**config.mk**
```make
export PLATFORM = sky130hd
export DESIGN_NAME = trust_fifo_regs
export DESIGN_NICKNAME = d
export VERILOG_FILES = /design/src/rtl/trust_fifo_pkg.sv /design/src/rtl/tfr_addr_decode.sv /design/src/rtl/tfr_lifecycle.sv /design/src/rtl/tfr_read_mux.sv /design/src/rtl/trust_fifo_regs.sv
export SDC_FILE = /design/constraint.sdc
export NUM_CORES = 1
export LEC_CHECK = 0
export ABC_AREA = 1
export BUFFER_PORTS_ARGS = -buffer_cell sky130_fd_sc_hd__buf_2
export CAP_MARGIN = 25
export CELL_PAD_IN_SITES_DETAIL_PLACEMENT = 2
export CELL_PAD_IN_SITES_GLOBAL_PLACEMENT = 2
export CORE_ASPECT_RATIO = 1.75
export CORE_MARGIN = 8
export CORE_UTILIZATION = 22
export DETAILED_ROUTE_END_ITERATION = 8
export HOLD_SLACK_MARGIN = 0.03
export PLACE_DENSITY_LB_ADDON = 0.12
export SLEW_MARGIN = 10
export SYNTH_ARGS = -nofsm -noshare
export SYNTH_HDL_FRONTEND = slang
export SYNTH_HIERARCHICAL = 1
export SYNTH_SLANG_ARGS = --single-unit
```
**constraint.sdc**
```tcl
create_clock -name clk_i -period 3.9 [get_ports clk_i]
set_input_delay 0.39 -clock clk_i [delete_from_list [all_inputs] [get_ports clk_i]]
set_output_delay 0.39 -clock clk_i [all_outputs]
set_load 0.01 [all_outputs]
```
**src/rtl/trust_fifo_pkg.sv**
```systemverilog
package trust_fifo_pkg;
  localparam int ADDR_W = 24;
  localparam int WORD_BYTES = 4;
  localparam int WORD_W = 8 * WORD_BYTES;
  localparam int LEN_W = 7;

  typedef enum logic [2:0] {
    ST_IDLE  = 3'd0,
    ST_READY = 3'd1,
    ST_RECV  = 3'd2,
    ST_EXEC  = 3'd3,
    ST_DONE  = 3'd4
  } life_e;

  typedef enum logic [2:0] {
    RG_ACCESS, RG_STS, RG_FIFO, RG_CAP, RG_IDS, RG_REV, RG_RSVD, RG_NONE
  } reg_e;

  localparam logic [ADDR_W-1:0] OFF_ACCESS = 24'h000;
  localparam logic [ADDR_W-1:0] OFF_INT_EN = 24'h008;
  localparam logic [ADDR_W-1:0] OFF_INT_VEC = 24'h00C;
  localparam logic [ADDR_W-1:0] OFF_INT_STS = 24'h010;
  localparam logic [ADDR_W-1:0] OFF_CAP = 24'h014;
  localparam logic [ADDR_W-1:0] OFF_STS = 24'h018;
  localparam logic [ADDR_W-1:0] OFF_FIFO = 24'h024;
  localparam logic [ADDR_W-1:0] OFF_IF_ID = 24'h030;
  localparam logic [ADDR_W-1:0] OFF_IDS = 24'hF00;
  localparam logic [ADDR_W-1:0] OFF_REV = 24'hF04;

  // access word bits
  localparam int AB_VALID = 7;
  localparam int AB_ACTIVE = 5;
  localparam int AB_REQ = 1;
  // status word bits
  localparam int SB_FAM_LO = 26;
  localparam int SB_BURST_LO = 8;
  localparam int SB_VALID = 7;
  localparam int SB_CMD_RDY = 6;
  localparam int SB_GO = 5;
  localparam int SB_AVAIL = 4;
  localparam int SB_EXPECT = 3;
  localparam int SB_RETRY = 1;

  localparam logic [WORD_W-1:0] CAP_WORD = (WORD_W'(3) << 28) | (WORD_W'(3) << 9) | WORD_W'(8'h15);

  function automatic logic single_bit(input logic [WORD_W-1:0] v);
    return (v != '0) && ((v & (v - WORD_W'(1))) == '0);
  endfunction
endpackage

```
**src/rtl/tfr_addr_decode.sv**
```systemverilog
module tfr_addr_decode
  import trust_fifo_pkg::*;
(
  input  logic [ADDR_W-1:0] addr_i,
  output reg_e              sel_o
);
  always_comb begin
    unique case (addr_i)
      OFF_ACCESS: sel_o = RG_ACCESS;
      OFF_STS:    sel_o = RG_STS;
      OFF_FIFO:   sel_o = RG_FIFO;
      OFF_CAP:    sel_o = RG_CAP;
      OFF_IDS:    sel_o = RG_IDS;
      OFF_REV:    sel_o = RG_REV;
      OFF_INT_EN, OFF_INT_VEC, OFF_INT_STS, OFF_IF_ID: sel_o = RG_RSVD;
      default:    sel_o = RG_NONE;
    endcase
  end
endmodule

```
**src/rtl/tfr_lifecycle.sv**
```systemverilog
module tfr_lifecycle
  import trust_fifo_pkg::*;
(
  input  logic              clk_i,
  input  logic              rst_ni,
  input  logic              acc_we_i,
  input  logic [7:0]        acc_byte_i,
  input  logic              sts_we_i,
  input  logic [WORD_W-1:0] sts_val_i,
  input  logic              fifo_we_i,
  input  logic              expect_i,
  input  logic              resp_loaded_i,
  output life_e             state_o,
  output logic              active_o,
  output logic              cmd_ready_o,
  output logic              exec_req_o,
  output logic              rewind_o
);
  localparam logic [7:0] ACC_REQ = 8'(1) << AB_REQ;
  localparam logic [7:0] ACC_REL = 8'(1) << AB_ACTIVE;
  localparam logic [WORD_W-1:0] STS_RDY = WORD_W'(1) << SB_CMD_RDY;
  localparam logic [WORD_W-1:0] STS_GO = WORD_W'(1) << SB_GO;
  localparam logic [WORD_W-1:0] STS_RETRY = WORD_W'(1) << SB_RETRY;

  life_e state_q, state_d;
  logic  act_q, act_d, cr_q, cr_d, exec_d, rew_d, exec_q, rew_q, moved;

  always_comb begin
    state_d = state_q;
    act_d   = act_q;
    cr_d    = cr_q;
    exec_d  = 1'b0;
    rew_d   = 1'b0;
    moved   = 1'b0;
    if (acc_we_i && single_bit({{(WORD_W-8){1'b0}}, acc_byte_i})) begin
      if (acc_byte_i == ACC_REQ) begin
        act_d = 1'b1;
      end else if (acc_byte_i == ACC_REL) begin
        act_d   = 1'b0;
        cr_d    = 1'b0;
        state_d = ST_IDLE;
        moved   = 1'b1;
      end
    end
    if (sts_we_i && single_bit(sts_val_i)) begin
      if (sts_val_i == STS_RDY) begin
        moved = 1'b1;
        unique case (state_q)
          ST_IDLE:  begin state_d = ST_READY; cr_d = 1'b1; end
          ST_READY: cr_d = 1'b1;
          default:  begin state_d = ST_IDLE; cr_d = 1'b0; end
        endcase
      end else if (sts_val_i == STS_GO) begin
        if (state_q == ST_RECV && !expect_i) begin
          state_d = ST_EXEC;
          exec_d  = 1'b1;
          moved   = 1'b1;
        end
      end else if (sts_val_i == STS_RETRY) begin
        rew_d = (state_q == ST_DONE);
      end
    end
    if (fifo_we_i && state_q == ST_READY) state_d = ST_RECV;
    // a moving control write outranks the response indication
    if (!moved && state_q == ST_EXEC && resp_loaded_i) state_d = ST_DONE;
  end

  always_ff @(posedge clk_i or negedge rst_ni) begin
    if (!rst_ni) begin
      state_q <= ST_IDLE;
      act_q   <= 1'b0;
      cr_q    <= 1'b0;
      exec_q  <= 1'b0;
      rew_q   <= 1'b0;
    end else begin
      state_q <= state_d;
      act_q   <= act_d;
      cr_q    <= cr_d;
      exec_q  <= exec_d;
      rew_q   <= rew_d;
    end
  end

  assign state_o     = state_q;
  assign active_o    = act_q;
  assign cmd_ready_o = cr_q;
  assign exec_req_o  = exec_q;
  assign rewind_o    = rew_q;


  a_r6_exec_entry: assert property (@(posedge clk_i) disable iff (!rst_ni)
    exec_req_o |-> (state_o == ST_EXEC) && ($past(state_o) == ST_RECV));

  a_r7_done_entry: assert property (@(posedge clk_i) disable iff (!rst_ni)
    (state_o == ST_DONE && $past(state_o) != ST_DONE) |-> ($past(state_o) == ST_EXEC) && $past(resp_loaded_i));

  a_r8_rewind_in_done: assert property (@(posedge clk_i) disable iff (!rst_ni)
    rewind_o |-> $past(state_o) == ST_DONE);

  a_r4_release_idle: assert property (@(posedge clk_i) disable iff (!rst_ni)
    $fell(active_o) |-> state_o == ST_IDLE);

  a_r3_bad_sts_dropped: assert property (@(posedge clk_i) disable iff (!rst_ni)
    (sts_we_i && !single_bit(sts_val_i) && !resp_loaded_i) |=> $stable(state_o) && $stable(cmd_ready_o));

  a_r5_ready_flag: assert property (@(posedge clk_i) disable iff (!rst_ni)
    (state_o == ST_READY) |-> cmd_ready_o);
endmodule

```
**src/rtl/tfr_read_mux.sv**
```systemverilog
module tfr_read_mux
  import trust_fifo_pkg::*;
#(
  parameter logic [15:0] DEV_ID = 16'hB7A3,
  parameter logic [15:0] VEN_ID = 16'h5E01,
  parameter logic [WORD_W-1:0] REV_ID = '0,
  parameter int unsigned FAMILY = 1,
  parameter int unsigned BURST = 64
) (
  input  reg_e              sel_i,
  input  logic              active_i,
  input  logic              cmd_ready_i,
  input  logic              expect_i,
  input  logic              data_avail_i,
  input  logic [WORD_W-1:0] fifo_rdata_i,
  output logic [WORD_W-1:0] rdata_o
);
  logic [WORD_W-1:0] sts_word, acc_word;

  always_comb begin
    sts_word = '0;
    sts_word[SB_FAM_LO +: 2] = 2'(FAMILY);
    sts_word[SB_BURST_LO +: 16] = 16'(BURST);
    sts_word[SB_VALID] = 1'b1;
    sts_word[SB_CMD_RDY] = cmd_ready_i;
    sts_word[SB_AVAIL] = data_avail_i;
    sts_word[SB_EXPECT] = expect_i;
    acc_word = '0;
    acc_word[AB_VALID] = 1'b1;
    acc_word[AB_ACTIVE] = active_i;
  end

  always_comb begin
    unique case (sel_i)
      RG_ACCESS: rdata_o = acc_word;
      RG_STS:    rdata_o = sts_word;
      RG_FIFO:   rdata_o = fifo_rdata_i;
      RG_CAP:    rdata_o = CAP_WORD;
      RG_IDS:    rdata_o = {DEV_ID, VEN_ID};
      RG_REV:    rdata_o = REV_ID;
      RG_RSVD:   rdata_o = '0;
      default:   rdata_o = '1;
    endcase
  end
endmodule

```
**src/rtl/trust_fifo_regs.sv**
```systemverilog
module trust_fifo_regs
  import trust_fifo_pkg::*;
#(
  parameter logic [15:0] DEV_ID = 16'hB7A3,
  parameter logic [15:0] VEN_ID = 16'h5E01,
  parameter logic [31:0] REV_ID = 32'h0,
  parameter int unsigned FAMILY = 1,
  parameter int unsigned BURST = 64
) (
  input  logic        clk_i,
  input  logic        rst_ni,
  input  logic        req_i,
  input  logic        we_i,
  input  logic [23:0] addr_i,
  input  logic [6:0]  len_i,
  input  logic [31:0] wdata_i,
  output logic [31:0] rdata_o,
  output logic        fifo_wr_o,
  output logic        fifo_rd_o,
  input  logic [31:0] fifo_rdata_i,
  input  logic        expect_i,
  input  logic        data_avail_i,
  output logic [2:0]  state_o,
  output logic        exec_req_o,
  input  logic        resp_loaded_i,
  output logic        rd_rewind_o
);
  reg_e              sel;
  life_e             state;
  logic              wr, fifo_we, active, cmd_ready;
  logic [WORD_W-1:0] byte_mask, sts_val;

  tfr_addr_decode u_decode (.addr_i(addr_i), .sel_o(sel));

  // keep only the bytes the transfer carried, at most one word
  always_comb begin
    for (int b = 0; b < WORD_BYTES; b++)
      byte_mask[8*b +: 8] = (len_i > LEN_W'(b)) ? 8'hFF : 8'h00;
  end

  assign wr      = req_i && we_i;
  assign sts_val = wdata_i & byte_mask;
  assign fifo_we = wr && (sel == RG_FIFO);

  tfr_lifecycle u_life (
    .clk_i        (clk_i),
    .rst_ni       (rst_ni),
    .acc_we_i     (wr && (sel == RG_ACCESS)),
    .acc_byte_i   (wdata_i[7:0]),
    .sts_we_i     (wr && (sel == RG_STS)),
    .sts_val_i    (sts_val),
    .fifo_we_i    (fifo_we),
    .expect_i     (expect_i),
    .resp_loaded_i(resp_loaded_i),
    .state_o      (state),
    .active_o     (active),
    .cmd_ready_o  (cmd_ready),
    .exec_req_o   (exec_req_o),
    .rewind_o     (rd_rewind_o)
  );

  tfr_read_mux #(
    .DEV_ID(DEV_ID), .VEN_ID(VEN_ID), .REV_ID(REV_ID), .FAMILY(FAMILY), .BURST(BURST)
  ) u_rmux (
    .sel_i       (sel),
    .active_i    (active),
    .cmd_ready_i (cmd_ready),
    .expect_i    (expect_i),
    .data_avail_i(data_avail_i),
    .fifo_rdata_i(fifo_rdata_i),
    .rdata_o     (rdata_o)
  );

  assign fifo_wr_o = fifo_we && (state == ST_READY || state == ST_RECV);
  assign fifo_rd_o = req_i && !we_i && (sel == RG_FIFO);
  assign state_o   = state;


  a_r9_fifo_starts_recv: assert property (@(posedge clk_i) disable iff (!rst_ni)
    (fifo_wr_o && state_o == ST_READY) |=> state_o == ST_RECV);

  a_r9_no_fifo_wr_idle: assert property (@(posedge clk_i) disable iff (!rst_ni)
    (state_o == ST_IDLE || state_o == ST_EXEC || state_o == ST_DONE) |-> !fifo_wr_o);
endmodule

```
### Word level (Yosys, flattened, before mapping)

Cells that the tools add are included.

| storage, ports and cells | value |
|---|---|
| flip-flop bits (word level) | 7 |
| output and inout bits | 39 |

| operators by class | value |
|---|---|
| $add $sub $neg | 2 |
| $lt $le $gt $ge | 4 |
| equal/unequal tests | 24 |
| multiplexer cells | 39 |
| bitwise gates (word level) | 3 |
| reductions and logical operators | 31 |

Operator list:

| kind | count |
|---|---|
| 32-bit case mux with 6 select lines | 1 |
| 24-bit by 5-bit == test with 1-bit output, second input constant | 3 |
| 32-bit bitwise AND | 2 |
| 32-bit zero test | 2 |
| 24-bit by 12-bit == test with 1-bit output, second input constant | 2 |
| 24-bit by 4-bit == test with 1-bit output, second input constant | 2 |
| 24-bit by 6-bit == test with 1-bit output, second input constant | 2 |
| 8-bit by 32-bit bitwise AND with 32-bit output | 1 |
| 32-bit by 2-bit == test with 1-bit output, second input constant | 1 |
| 32-bit by 6-bit == test with 1-bit output, second input constant | 1 |
| 32-bit by 7-bit == test with 1-bit output, second input constant | 1 |
| 8-bit 2-to-1 mux | 4 |
| 32-bit nonzero test | 1 |
| 32-bit by 1-bit subtractor with 32-bit output, second input constant | 1 |
| 3-bit 2-to-1 mux | 9 |
| 24-bit zero test | 1 |
| 1-bit 2-to-1 mux | 23 |
| 3-bit case mux with 7 select lines | 1 |
| 1-bit logical AND | 15 |
| 7-bit by 1-bit > comparator with 1-bit output, second input constant | 2 |
| 7-bit by 2-bit > comparator with 1-bit output, second input constant | 2 |
| 3-bit by 2-bit == test with 1-bit output, second input constant | 4 |
| 3-bit == test, second input constant | 4 |
| 8-bit by 1-bit subtractor with 9-bit output, second input constant | 1 |
| 12 further kinds | 17 |

### Longest topological paths before layout

Gate-level depths: netlist of run 1.

| depth | value |
|---|---|
| depth in word-level cells | 15 |
| mapped depth | 25 |
| mapped depth without buffers | 25 |

### By module

Netlist of run 1, hierarchy kept.

Modules (own cells, without submodules):

| module | instances | cells an instance | area an instance (um^2) | sequential area each (um^2) |
|---|---|---|---|---|
| tfr_lifecycle | 1 | 305 | 1612.8 | 175.2 |
| trust_fifo_regs | 1 | 99 | 415.4 | 0.0 |
| tfr_read_mux | 1 | 88 | 395.4 | 0.0 |
| tfr_addr_decode | 1 | 68 | 295.3 | 0.0 |

### Worst setup path before layout of run 1

Ideal clock, no wire load.

| timing | value |
|---|---|
| path type | in2reg |
| from | input port addr_i[23] |
| to | register u_life.cr_q, in the netlist u_life/cmd_ready_o |
| setup time | 0.119 ns |
| arrival time | 2.426 ns |
| path slack | 1.355 ns |
| stages on the path | 21 |
| path buffers | 0 |
| path through | nor2_1 -> nand2_1 -> nor2_4 -> nand2_2 -> nor2_2 -> nor2_2 -> nand2_2 -> nand2_1 -> inv_1 -> nand2_1 -> nor3_1 -> o21ai_0 -> a21oi_1 -> nand2_1 -> nor2_2 -> nand3_2 -> nor2_4 -> nand2_4 -> nor2_2 -> nand2_1 -> and2_1 |

| on the way | value |
|---|---|
| longest elaborated chain between the ends | 9 |
| elaborated cells between the ends (all ways) | 21 |
| classes of those cells | eq/ne (10); mux (4); reduce/logical (7) |

RTL lines:

| element | line | text |
|---|---|---|
| from (decl) | trust_fifo_regs.sv:14 | `input logic [23:0] addr_i,` |
| 24-bit by 4-bit == test with 1-bit output, or another cell as far along | tfr_addr_decode.sv:8 | `unique case (addr_i)` |
| 4-bit OR reduction | tfr_addr_decode.sv:8 |  |
| 3-bit case mux with 7 select lines (*) | tfr_addr_decode.sv:8 |  |
| net sel[2] | trust_fifo_regs.sv:28 | `reg_e sel;` |
| 3-bit zero test | trust_fifo_regs.sv:48 | `.acc_we_i (wr && (sel == RG_ACCESS)),` |
| 1-bit logical AND | trust_fifo_regs.sv:48 |  |
| 1-bit logical AND | tfr_lifecycle.sv:35 | `if (acc_we_i && single_bit({{(WORD_W-8){1'b0}}, acc_byte_i})) begin` |
| 1-bit 2-to-1 mux | tfr_lifecycle.sv:35 |  |
| 1-bit 2-to-1 mux | tfr_lifecycle.sv:46 | `if (sts_val_i == STS_RDY) begin` |
| 1-bit 2-to-1 mux (*) | tfr_lifecycle.sv:45 | `if (sts_we_i && single_bit(sts_val_i)) begin` |
| net u_life.cr_d | tfr_lifecycle.sv:26 | `logic act_q, act_d, cr_q, cr_d, exec_d, rew_d, exec_q, rew_q, moved;` |
| to (signal assigned) | tfr_lifecycle.sv:78 | `cr_q <= cr_d;` |
| to (decl) | tfr_lifecycle.sv:26 |  |

Mark *: on every way through the listed nets, which the timed path passes. The rest lies on a longest branch.
A chain may end at the register's enable or synchronous reset.

### Worst setup path in the final report of run 1

| timing | value |
|---|---|
| from | input port addr_i[3] |
| to | register u_life.cr_q, in the netlist u_life/cmd_ready_o |

Same word-level chain as after synthesis.

==> results of run 1 <==
[worst max-delay path by stage]
stage | endpoint | slack (ps) | depth (start not counted)
global route | u_life/cmd_ready_o | 350 | 21
CTS | u_life/cmd_ready_o | 630 | 21
finish | u_life/cmd_ready_o | 700 | 21
floorplan | u_life/cmd_ready_o | 1350 | 21
global placement | u_life/state_o[1] | 540 | 23
detailed placement | u_life/cmd_ready_o | 390 | 21
[registers in the layout (all words and copies together) (netlist names)]
signal,count
u_life/active_o,1
u_life/cmd_ready_o,1
u_life/exec_req_o,1
u_life/rewind_o,1
u_life/state_o,3
[metrics by stage]
stage	cells	utilization	instance area (um^2)
final	870	0.300	3690
after global routing	870	0.300	3690
after CTS	870	0.300	3690
after detailed placement	865	0.293	3600
after global placement	865	0.293	3600
after floorplan	560	-	2720
[power breakdown]
| part | total, mW | switching, mW | internal [mW] |
|---|---|---|---|
| clock network | 0.182 | 0.0455 | 0.137 |
| registers | 0.0730 | 0 | 0.0730 |
| logic | 0.185 | 0.115 | 0.0709 |
| total | 0.441 | 0.160 | 0.281 |
[critical path: stages]
cell and delay [ps]:
buf_2 130, inv_2 30, nand2_1 40, nor2_1 60
o21ai_2 160, nor2_2 50, nor2_2 440, nand2_2 90
nand2_1 330, inv_1 150, nor3_1 280, o21ai_0 130
a21oi_1 150, nand2_1 90, nor2_2 140, nand3_2 110
nor2_4 150, nand2_4 80, nor2_2 110, nand2_1 60
and2_1 150
[cells in the final DEF (no fill, tap or decap), drive strengths merged]
cell type and count:
nor2 139, dlygate4sd3 1, clkbuf 4, inv 88
a21boi 4, nand3 41, nor3b 1, and2 1
buf 142, clkinv 2, nand4 11, or3b 1
nor4 5, nand2 205, dfrtp 7, o21ai 24
a21oi 12, o21a 1, nor3 9, a21o 1
nand3b 2, o211ai 1
[per-layer routing]
layer	vias to the layer above	global-route usage	wire [um]	part of all wire
met5	-	0	0	0
met4	0	0.0567	378	0.028
met3	19	0.0243	630	0.046
met2	101	0.374	8380	0.62
met1	1849	0.126	4170	0.31
li1	2006	-	-	-
[area by class of cell]
| type | count | area (um^2) |
|---|---|---|
| fillers | 1720 | 8600 |
| multi-input cells | 458 | 2170 |
| repair buffers | 143 | 726 |
| inverters | 90 | 338 |
| well taps | 168 | 210 |
| flip-flops and latches | 7 | 175 |
| clock buffers | 4 | 78.8 |
[cell families (layout without fill, tap and decap cells)]
kind of cell	after synthesis	in the layout
flops	7	7
simple gates	415	415
buf+inv	95	237
compound gates	43	43
==> impl_metrics.py, run 1 <==
metrics = {
    "hold_path": {
        "min_from": "expect_i",
        "hold_class": "in2reg",
        "hold_end": "u_life/exec_req_o",
        "whs_path_depth": 4,
    },
    "drt": {
        "drcViolationCount": 0,
        "final_antenna_net_count": 0,
        "viasPerCell": 4.57,
        "wl_per_cell_um": 15.6,
        "drtPass1Iterations": 4,
        "vias": 3975,
        "drtIter0Drc": 56,
        "drt-total-wl_mm": 13.6,
    },
    "timing": {
        "hold_viol_final": 0,
        "setup-violations-final": 0,
        "final-max-slew-violation-count": 0,
        "timing.setup.tns_ps": 0,
        "skew_ps": 0.276,
        "rsz0062_at_grt": "false",
        "max_slew_margin": 0.555,
        "fin_hold_ws_ps": 479,
        "post-route-min-period_ps": 3200,
        "fin_ws_ps": 698,
        "timing.final.crit_share": 0.821,
        "worstMarginPinSlew_ps": 666,
        "max_freq_ghz": 0.312,
    },
    "synthesis": {
        "synth-compound-area-share": 0.0999,
        "netlist_top_cells_area": "nand2_1 (26%), nor2_1 (16%), inv_1 (12%), nand3_1 (7.0%), dfrtp_1 (6.4%)",
        "yosysTopAreaCell": "nand2_1",
        "yosys.area.top_type_share": 0.261,
        "async_flop_share": 1.00,
        "ys_ff_latch": 7,
        "synthMuxAreaShare": 0,
        "yosysSeqAreaShare": 0.0644,
        "synthXorXnorAreaFrac": 0,
        "synth_simple_gate_area_share": 0.697,
        "ys_warn_count": 6,
        "netlist_area_um2": 2720,
        "synth_cells": 560,
        "synthTopCellsByCount": "nand2_1 (189), nor2_1 (113), inv_1 (85), nand3_1 (38), nor2_2 (15)",
        "synth_edf_count": 0,
        "syn_avg_cell_area_um2": 4.86,
        "syn_nets": 662,
        "yosysMostFrequentCell": "nand2_1",
        "synth_top_flop_cell": "dfrtp_1",
        "yosysUniqueCellTypes": 34,
        "synth_top_family_by_area": "simple AND/OR/NAND/NOR gates",
        "yosys.area_share.adder": 0,
    },
    "setup_path": {
        "r2r_setup_slack_ps": 2200,
        "critPathKind": "in2reg",
        "critPathRequiredTime_ps": 4030,
        "r2r-end": "u_life/state_o[1]",
        "worstSetupStartpoint": "addr_i[3]",
        "r2r_start": "u_life/state_o[1]",
        "cp_max_fo": 12,
        "arrival_ps": 3330,
        "end_kind": "flip-flop",
        "ff2ff_path_depth": 10,
        "start_kind": "input port",
    },
    "finish": {
        "drive_gt1_frac": 0.292,
        "fin_nets": 805,
        "syn2layout_area_growth_pct": 35.8,
        "diodes": 0,
    },
    "clock_tree": {
        "cts_tree": "yes",
        "clk_latency_ps": 240,
        "numCtsBuffers": 3,
        "clk_pin_slew_worst_paths_ps": 40,
        "htree_levels": 1,
        "hold_buffers": 1,
        "cts.sinks": 7,
        "postCtsSetupRepairBufs": 0,
        "clock_path_buffers": 2,
        "ctsResizeCount": 0,
        "clockRootBuffer": "clkbuf_16",
    },
    "global_routing": {
        "grt_max_degree": 29,
        "antenna_found_initial": 0,
        "grt_pass1_vias": 4500,
        "grt.total_usage": 0.164,
        "grt_pass1_wl_mm": 21.5,
        "grt.overflow.total": 0,
    },
    "pwr": {
        "power_leakage_nw": 1.87,
        "max-vdd-ir-drop_uv": 91.4,
        "p_per_area_nw_per_um2": 119,
        "power_mw": 0.441,
    },
    "placed_design": {
        "hpwl_mm": 12.6,
        "gp_congestion": 0.879,
        "pre_cts_ws_ps": 391,
        "port_buffers": 140,
    },
    "floorplanning": {
        "initial_core_util": 0.221,
        "placementRows": 54,
        "core_um2": 12300,
        "die_width_um": 100,
        "dieArea_um2": 16300,
        "io-pin-count": 141,
        "die_y_um": 163,
    },
    "status": {
        "outcome": "finished, final reports clean",
    },
    "job": {
        "drv_cap": 0,
    },
}
(Power assumes the default switching activity.)
==> run 2, diff against run 1 <==
Settings changed: CORE_UTILIZATION 22 to 18.
Clock period 3.9 ns to 2.79 ns, I/O delays scaled along.
==> run 2 against run 1 <==
Net effect:
- wire length up 4.5%
- global-route usage down 1.8 points
- combinational power is 60% higher
- total power grew 47%
- die area is 19% higher
- clock power grew 36%
- sequential power up 40%
- register-to-register slack got worse by 1300 ps
- final area increased by 13%
- critical endpoint is now u_life/state_o[1]
- largest cell class unchanged
- largest power group unchanged
- highest routed layer unchanged
==> impl_metrics.py, run 2 (synthesized netlist as in run 1, its figures left out) <==
metrics = {
    "pwr": {
        "power_leakage_nw": 2.05,
        "power_mw": 0.646,
        "p_per_area_nw_per_um2": 155,
        "max-vdd-ir-drop_uv": 88.6,
    },
    "placed_design": {
        "pre_cts_ws_ps": -237,
        "placed_cells": 906,
        "gp_congestion": 0.862,
        "hpwl_mm": 13.1,
        "port_buffers": 140,
    },
    "clock_tree": {
        "numCtsBuffers": 3,
        "cts_tree": "yes",
        "clk_latency_ps": 230,
        "htree_levels": 1,
        "clock_path_buffers": 2,
        "clockRootBuffer": "clkbuf_16",
        "clk_pin_slew_worst_paths_ps": 40,
        "cts.sinks": 7,
    },
    "drt": {
        "drtIter0Drc": 61,
        "drtPass1Iterations": 4,
        "vias": 4115,
        "drt-total-wl_mm": 14.2,
        "wl_per_cell_um": 15.5,
        "drcViolationCount": 0,
        "viasPerCell": 4.50,
        "final_antenna_net_count": 0,
    },
    "setup_path": {
        "critPathRequiredTime_ps": 2920,
        "arrival_ps": 2700,
        "end_kind": "flip-flop",
        "cp_max_fo": 5,
        "critPathKind": "in2reg",
        "start_kind": "input port",
    },
    "finish": {
        "final_common_cell": "nand2_1",
        "fin_nets": 834,
        "layout_common_cells": "nand2_1 (177), buf_2 (137), nor2_1 (87)",
        "final_core_util": 0.281,
        "diodes": 0,
        "fin_cells": 914,
        "syn2layout_area_growth_pct": 53.6,
        "drive_gt1_frac": 0.384,
        "largest_register_ffs": 3,
        "n_fill_cell": 1944,
    },
    "global_routing": {
        "grt_pass1_wl_mm": 23.0,
        "grt_pass1_vias": 4837,
        "grt.overflow.total": 0,
        "grt.total_usage": 0.147,
        "grt_max_degree": 29,
        "antenna_found_initial": 0,
    },
    "timing": {
        "post-route-min-period_ps": 2570,
        "fin_ws_ps": 219,
        "setup-violations-final": 0,
        "final-max-slew-violation-count": 0,
        "rsz0062_at_grt": "true",
        "hold_viol_final": 0,
        "timing.final.crit_share": 0.922,
        "worstMarginPinSlew_ps": 555,
        "timing.setup.tns_ps": 0,
        "max_freq_ghz": 0.389,
        "max_slew_margin": 0.627,
        "skew_ps": 0.228,
    },
    "floorplanning": {
        "dieArea_um2": 19400,
        "initial_core_util": 0.183,
        "die_y_um": 179,
        "io-pin-count": 141,
        "die_width_um": 109,
        "placementRows": 59,
        "core_um2": 14800,
    },
    "job": {
        "drv_cap": 0,
    },
    "status": {
        "outcome": "finished, final reports clean",
    },
    "hold_path": {
        "hold_class": "in2reg",
    },
}
run 2: cell types whose count changed in the layout (fill, tap and decap cells not counted), sizes merged:
cell	before	now
buf	142	171
run 2: critical path, cell delays in order:
cell and delay, ps:
buf_2 130, nor2_1 160, nand2_2 100, nor2_2 140
nand3_2 90, nand2_2 90, nor2_4 40, nand2_2 70
nand2_2 60, inv_2 60, nand2_2 60, nor3_2 180
nand2_1 80, nor2_2 110, nand3_1 90, nor2_2 130
nand4_1 180, buf_6 190, nand2_4 70, o21ai_2 50
nand2_1 50, inv_1 40, nand3_1 50, nand3_1 80
nand2_1 70, inv_1 40
run 2: final timing paths:
check | start | end | slack [ps] | cells after the start
worst max-delay path | addr_i[3] | u_life/state_o[1] | 220 | 26
worst min-delay path | expect_i | u_life/exec_req_o | 370 | 4
worst max register to register | u_life/state_o[1] | u_life/state_o[0] | 910 | 8
worst min register to register | u_life/active_o | u_life/active_o | 530 | 2
max in group asynchronous | rst_ni | u_life/exec_req_o | 2190 | 2
min in group asynchronous | rst_ni | u_life/state_o[1] | 430 | 2
run 2: area by class of cell:
type,count,area [um^2],share of cell area
clock buffer,4,78.8,0.0189
inverter,90,338,0.0809
timing repair buffer,172,991,0.237
sequential,7,175,0.0420
tap,183,229,0.0548
multi-input combinational,458,2360,0.566
run 2: metal layers:
| layer | vias to the layer above | track usage | wire length [um] |
|---|---|---|---|
| li1 | 2064 | - | - |
| met1 | 1907 | 0.122 | 4310 |
| met2 | 116 | 0.322 | 8640 |
| met3 | 28 | 0.0148 | 741 |
| met4 | 0 | 0.0551 | 478 |
| met5 | - | 0 | 0 |
run 2: metrics by stage:
stage               hold slack, ps  area (um^2)
floorplan                    -16.6         2720
global placement               128         3830
detailed placement             133         3830
CTS                            376         3920
global route                   402         4180
finish                         370         4180
run 2: timing repair:
action | CTS | global route
pin swaps | 0 | 27
setup buffers | 0 | 3
hold buffers | 1 | 0
hold endpoints to repair | 7 | 0
resized for setup | 1 | 65
endpoints found under the setup margin | 1 | 12
run 2: report_power, final:
group	switching, mW	internal, mW	total (mW)	leakage [nW]
Clock	0.0575	0.190	0.248	0.0382
Sequential	0	0.102	0.102	0.0926
Combinational	0.174	0.122	0.296	1.92
==> run 3, diff against run 2 <==
Settings changed: CORE_UTILIZATION 18 to 17, SYNTH_HIERARCHICAL 1 to unset.
==> run 3 against run 2 <==
Net effect:
- wire length down 11%
- total power shrank 10%
- die area down 8.2%
- critical path type unchanged
- register-to-register slack got worse by 30 ps
- non-clock buffer count fell by 27
- maximum frequency is 3.3% higher
- sequential power about the same
- synthesized cell count is 13% lower
- worst setup slack better by 83 ps
- combinational power is 24% lower
- clock skew hardly changed
- count of clock-buffer cells in the layout stayed put
==> impl_metrics.py, run 3 <==
metrics = {
    "global_routing": {
        "grt_pass1_vias": 4086,
        "grt.overflow.total": 0,
        "grt_pass1_wl_mm": 20.1,
        "grt.total_usage": 0.138,
        "antenna_found_initial": 0,
        "grt_max_degree": 32,
    },
    "setup_path": {
        "arrival_ps": 2610,
        "end_kind": "flip-flop",
        "critPathRequiredTime_ps": 2910,
        "worstSetupStartpoint": "len_i[4]",
        "critPathKind": "in2reg",
        "cp-endpoint": "u_life.state_o[2]",
        "r2r-end": "u_life.state_o[0]",
        "cp_max_fo": 16,
        "r2r_setup_slack_ps": 880,
        "r2r_start": "u_life.state_o[2]",
        "ff2ff_path_depth": 12,
        "start_kind": "input port",
    },
    "pwr": {
        "power_leakage_nw": 1.69,
        "p_per_area_nw_per_um2": 176,
        "max-vdd-ir-drop_uv": 80.7,
    },
    "synthesis": {
        "yosysSeqAreaShare": 0.0751,
        "syn_nets": 587,
        "synthTopCellsByCount": "nand2_1 (180), nor2_1 (70), inv_1 (69), nand3_1 (54), nor2_2 (16)",
        "ys_ff_latch": 7,
        "yosys.area.top_type_share": 0.290,
        "synth_edf_count": 0,
        "syn_avg_cell_area_um2": 4.81,
        "yosysMostFrequentCell": "nand2_1",
        "netlist_top_cells_area": "nand2_1 (29%), nand3_1 (12%), nor2_1 (11%), inv_1 (11%), dfrtp_1 (7.5%)",
        "synth_cells": 485,
        "async_flop_share": 1.00,
        "ys_warn_count": 0,
        "yosysUniqueCellTypes": 35,
        "yosysTopAreaCell": "nand2_1",
        "netlist_area_um2": 2330,
        "synth_top_flop_cell": "dfrtp_1",
    },
    "timing": {
        "final-max-slew-violation-count": 0,
        "hold_viol_final": 0,
        "timing.setup.tns_ps": 0,
        "skew_ps": 0.468,
        "post-route-min-period_ps": 2490,
        "max_freq_ghz": 0.402,
        "max_slew_margin": 0.676,
        "rsz0062_at_grt": "false",
        "fin_ws_ps": 301,
        "worstMarginPinSlew_ps": 482,
        "setup-violations-final": 0,
        "timing.final.crit_share": 0.892,
    },
    "clock_tree": {
        "cts.sinks": 7,
        "clock_path_buffers": 2,
        "clk_latency_ps": 240,
        "htree_levels": 1,
        "ctsResizeCount": 0,
        "clockRootBuffer": "clkbuf_16",
        "cts_tree": "yes",
        "numCtsBuffers": 3,
        "hold_buffers": 1,
        "postCtsSetupRepairBufs": 0,
        "clk_pin_slew_worst_paths_ps": 40,
    },
    "drt": {
        "drcViolationCount": 0,
        "wl_per_cell_um": 15.8,
        "drtPass1Iterations": 4,
        "drt-total-wl_mm": 12.7,
        "vias": 3574,
        "drtIter0Drc": 33,
        "final_antenna_net_count": 0,
        "viasPerCell": 4.47,
    },
    "finish": {
        "diodes": 0,
        "layout_common_cells": "nand2_1 (180), buf_2 (140), nor2_1 (70)",
        "final_common_cell": "nand2_1",
        "fin_nets": 729,
        "syn2layout_area_growth_pct": 42.2,
        "largest_register_ffs": 3,
        "drive_gt1_frac": 0.307,
    },
    "floorplanning": {
        "die_width_um": 105,
        "core_um2": 13400,
        "io-pin-count": 141,
        "die_y_um": 171,
        "placementRows": 56,
        "dieArea_um2": 17900,
        "initial_core_util": 0.174,
    },
    "placed_design": {
        "pre_cts_ws_ps": -2.89,
        "gp_congestion": 0.826,
        "port_buffers": 140,
        "hpwl_mm": 11.7,
    },
    "status": {
        "outcome": "finished, final reports clean",
    },
    "job": {
        "drv_cap": 0,
    },
    "hold_path": {
        "hold_class": "in2async",
    },
}
[run 3: cell count changes after synthesis, sizes merged, moves of 3 or more]
cell    previous run  this run
nand3             41        56
o21bai             0         3
nand2            205       193
nor4               5         1
a21oi             12         7
nor2             139        88
clkbuf             0         4
inv               88        71
a21boi             4         0
nor3               9         5
[run 3: routing by layer]
| metal | share of wire | global-route usage | wire [um] | up-vias |
|---|---|---|---|---|
| li1 | - | - | - | 1795 |
| met1 | 0.35 | 0.122 | 4400 | 1660 |
| met2 | 0.59 | 0.305 | 7460 | 110 |
| met3 | 0.048 | 0.0203 | 609 | 9 |
| met4 | 0.015 | 0.0336 | 184 | 0 |
| met5 | 0 | 0 | 0 | - |
[run 3: area by class of cell]
cell class              instances  area, um^2
clock buffers                   4        78.8
multi-input cells             398        1830
fillers                      1776       10100
well taps                     174         218
repair buffers                145         741
flip-flops and latches          7         175
inverters                      72         270
[run 3: cell families after synthesis]
logic type	count (synthesis)	synth area share
AND/OR/NAND/NOR	361	0.686
buffers and inverters	80	0.139
AO/OA/AOI/OAI	37	0.0998
flip-flops	7	0.0751
[run 3: where the power goes]
part / switching [mW] / leakage [nW] / internal (mW)
sequential: 0.000000000000965 / 0.0979 / 0.102
combinational: 0.131 / 1.55 / 0.0930
clock: 0.0647 / 0.0382 / 0.191
total: 0.196 / 1.69 / 0.386
[run 3: critical path, cell delays in order]
cell	delay [ps]
buf_2	110
nor2_2	160
nand3_2	310
o21ai_0	240
nand2_1	190
nor2_4	240
nand2_2	110
nand2_1	90
nand2_1	50
nor2_1	160
nand2_1	90
nor3_2	200
and2_4	190
nand2_1	50
nand3_1	80
nand2_1	60
[run 3: how the worst min path moves through the flow]
stage	to	start	cells after the start	slack, ps
2_1_floorplan	u_life.active_o	rst_ni	0	-20
3_3_place_gp	u_life.state_o[0]	rst_ni	1	140
3_5_place_dp	u_life.state_o[0]	rst_ni	1	140
4_1_cts	u_life.state_o[0]	rst_ni	2	440
5_1_grt	u_life.state_o[0]	rst_ni	2	450
6_report	u_life.state_o[0]	rst_ni	2	430
[run 3: stage by stage]
step | hold slack, ps | cell area (um^2) | total power [mW] | cells | util
finish | 425 | 3310 | 0.582 | 800 | 0.248
detailed placement | 144 | 3230 | 0.331 | 795 | 0.241
global route | 449 | 3310 | 0.619 | 800 | 0.248
floorplan | -16.6 | 2330 | 0.205 | 485 | -
global placement | 135 | 3230 | 0.324 | 795 | 0.241
CTS | 443 | 3310 | 0.591 | 800 | 0.248
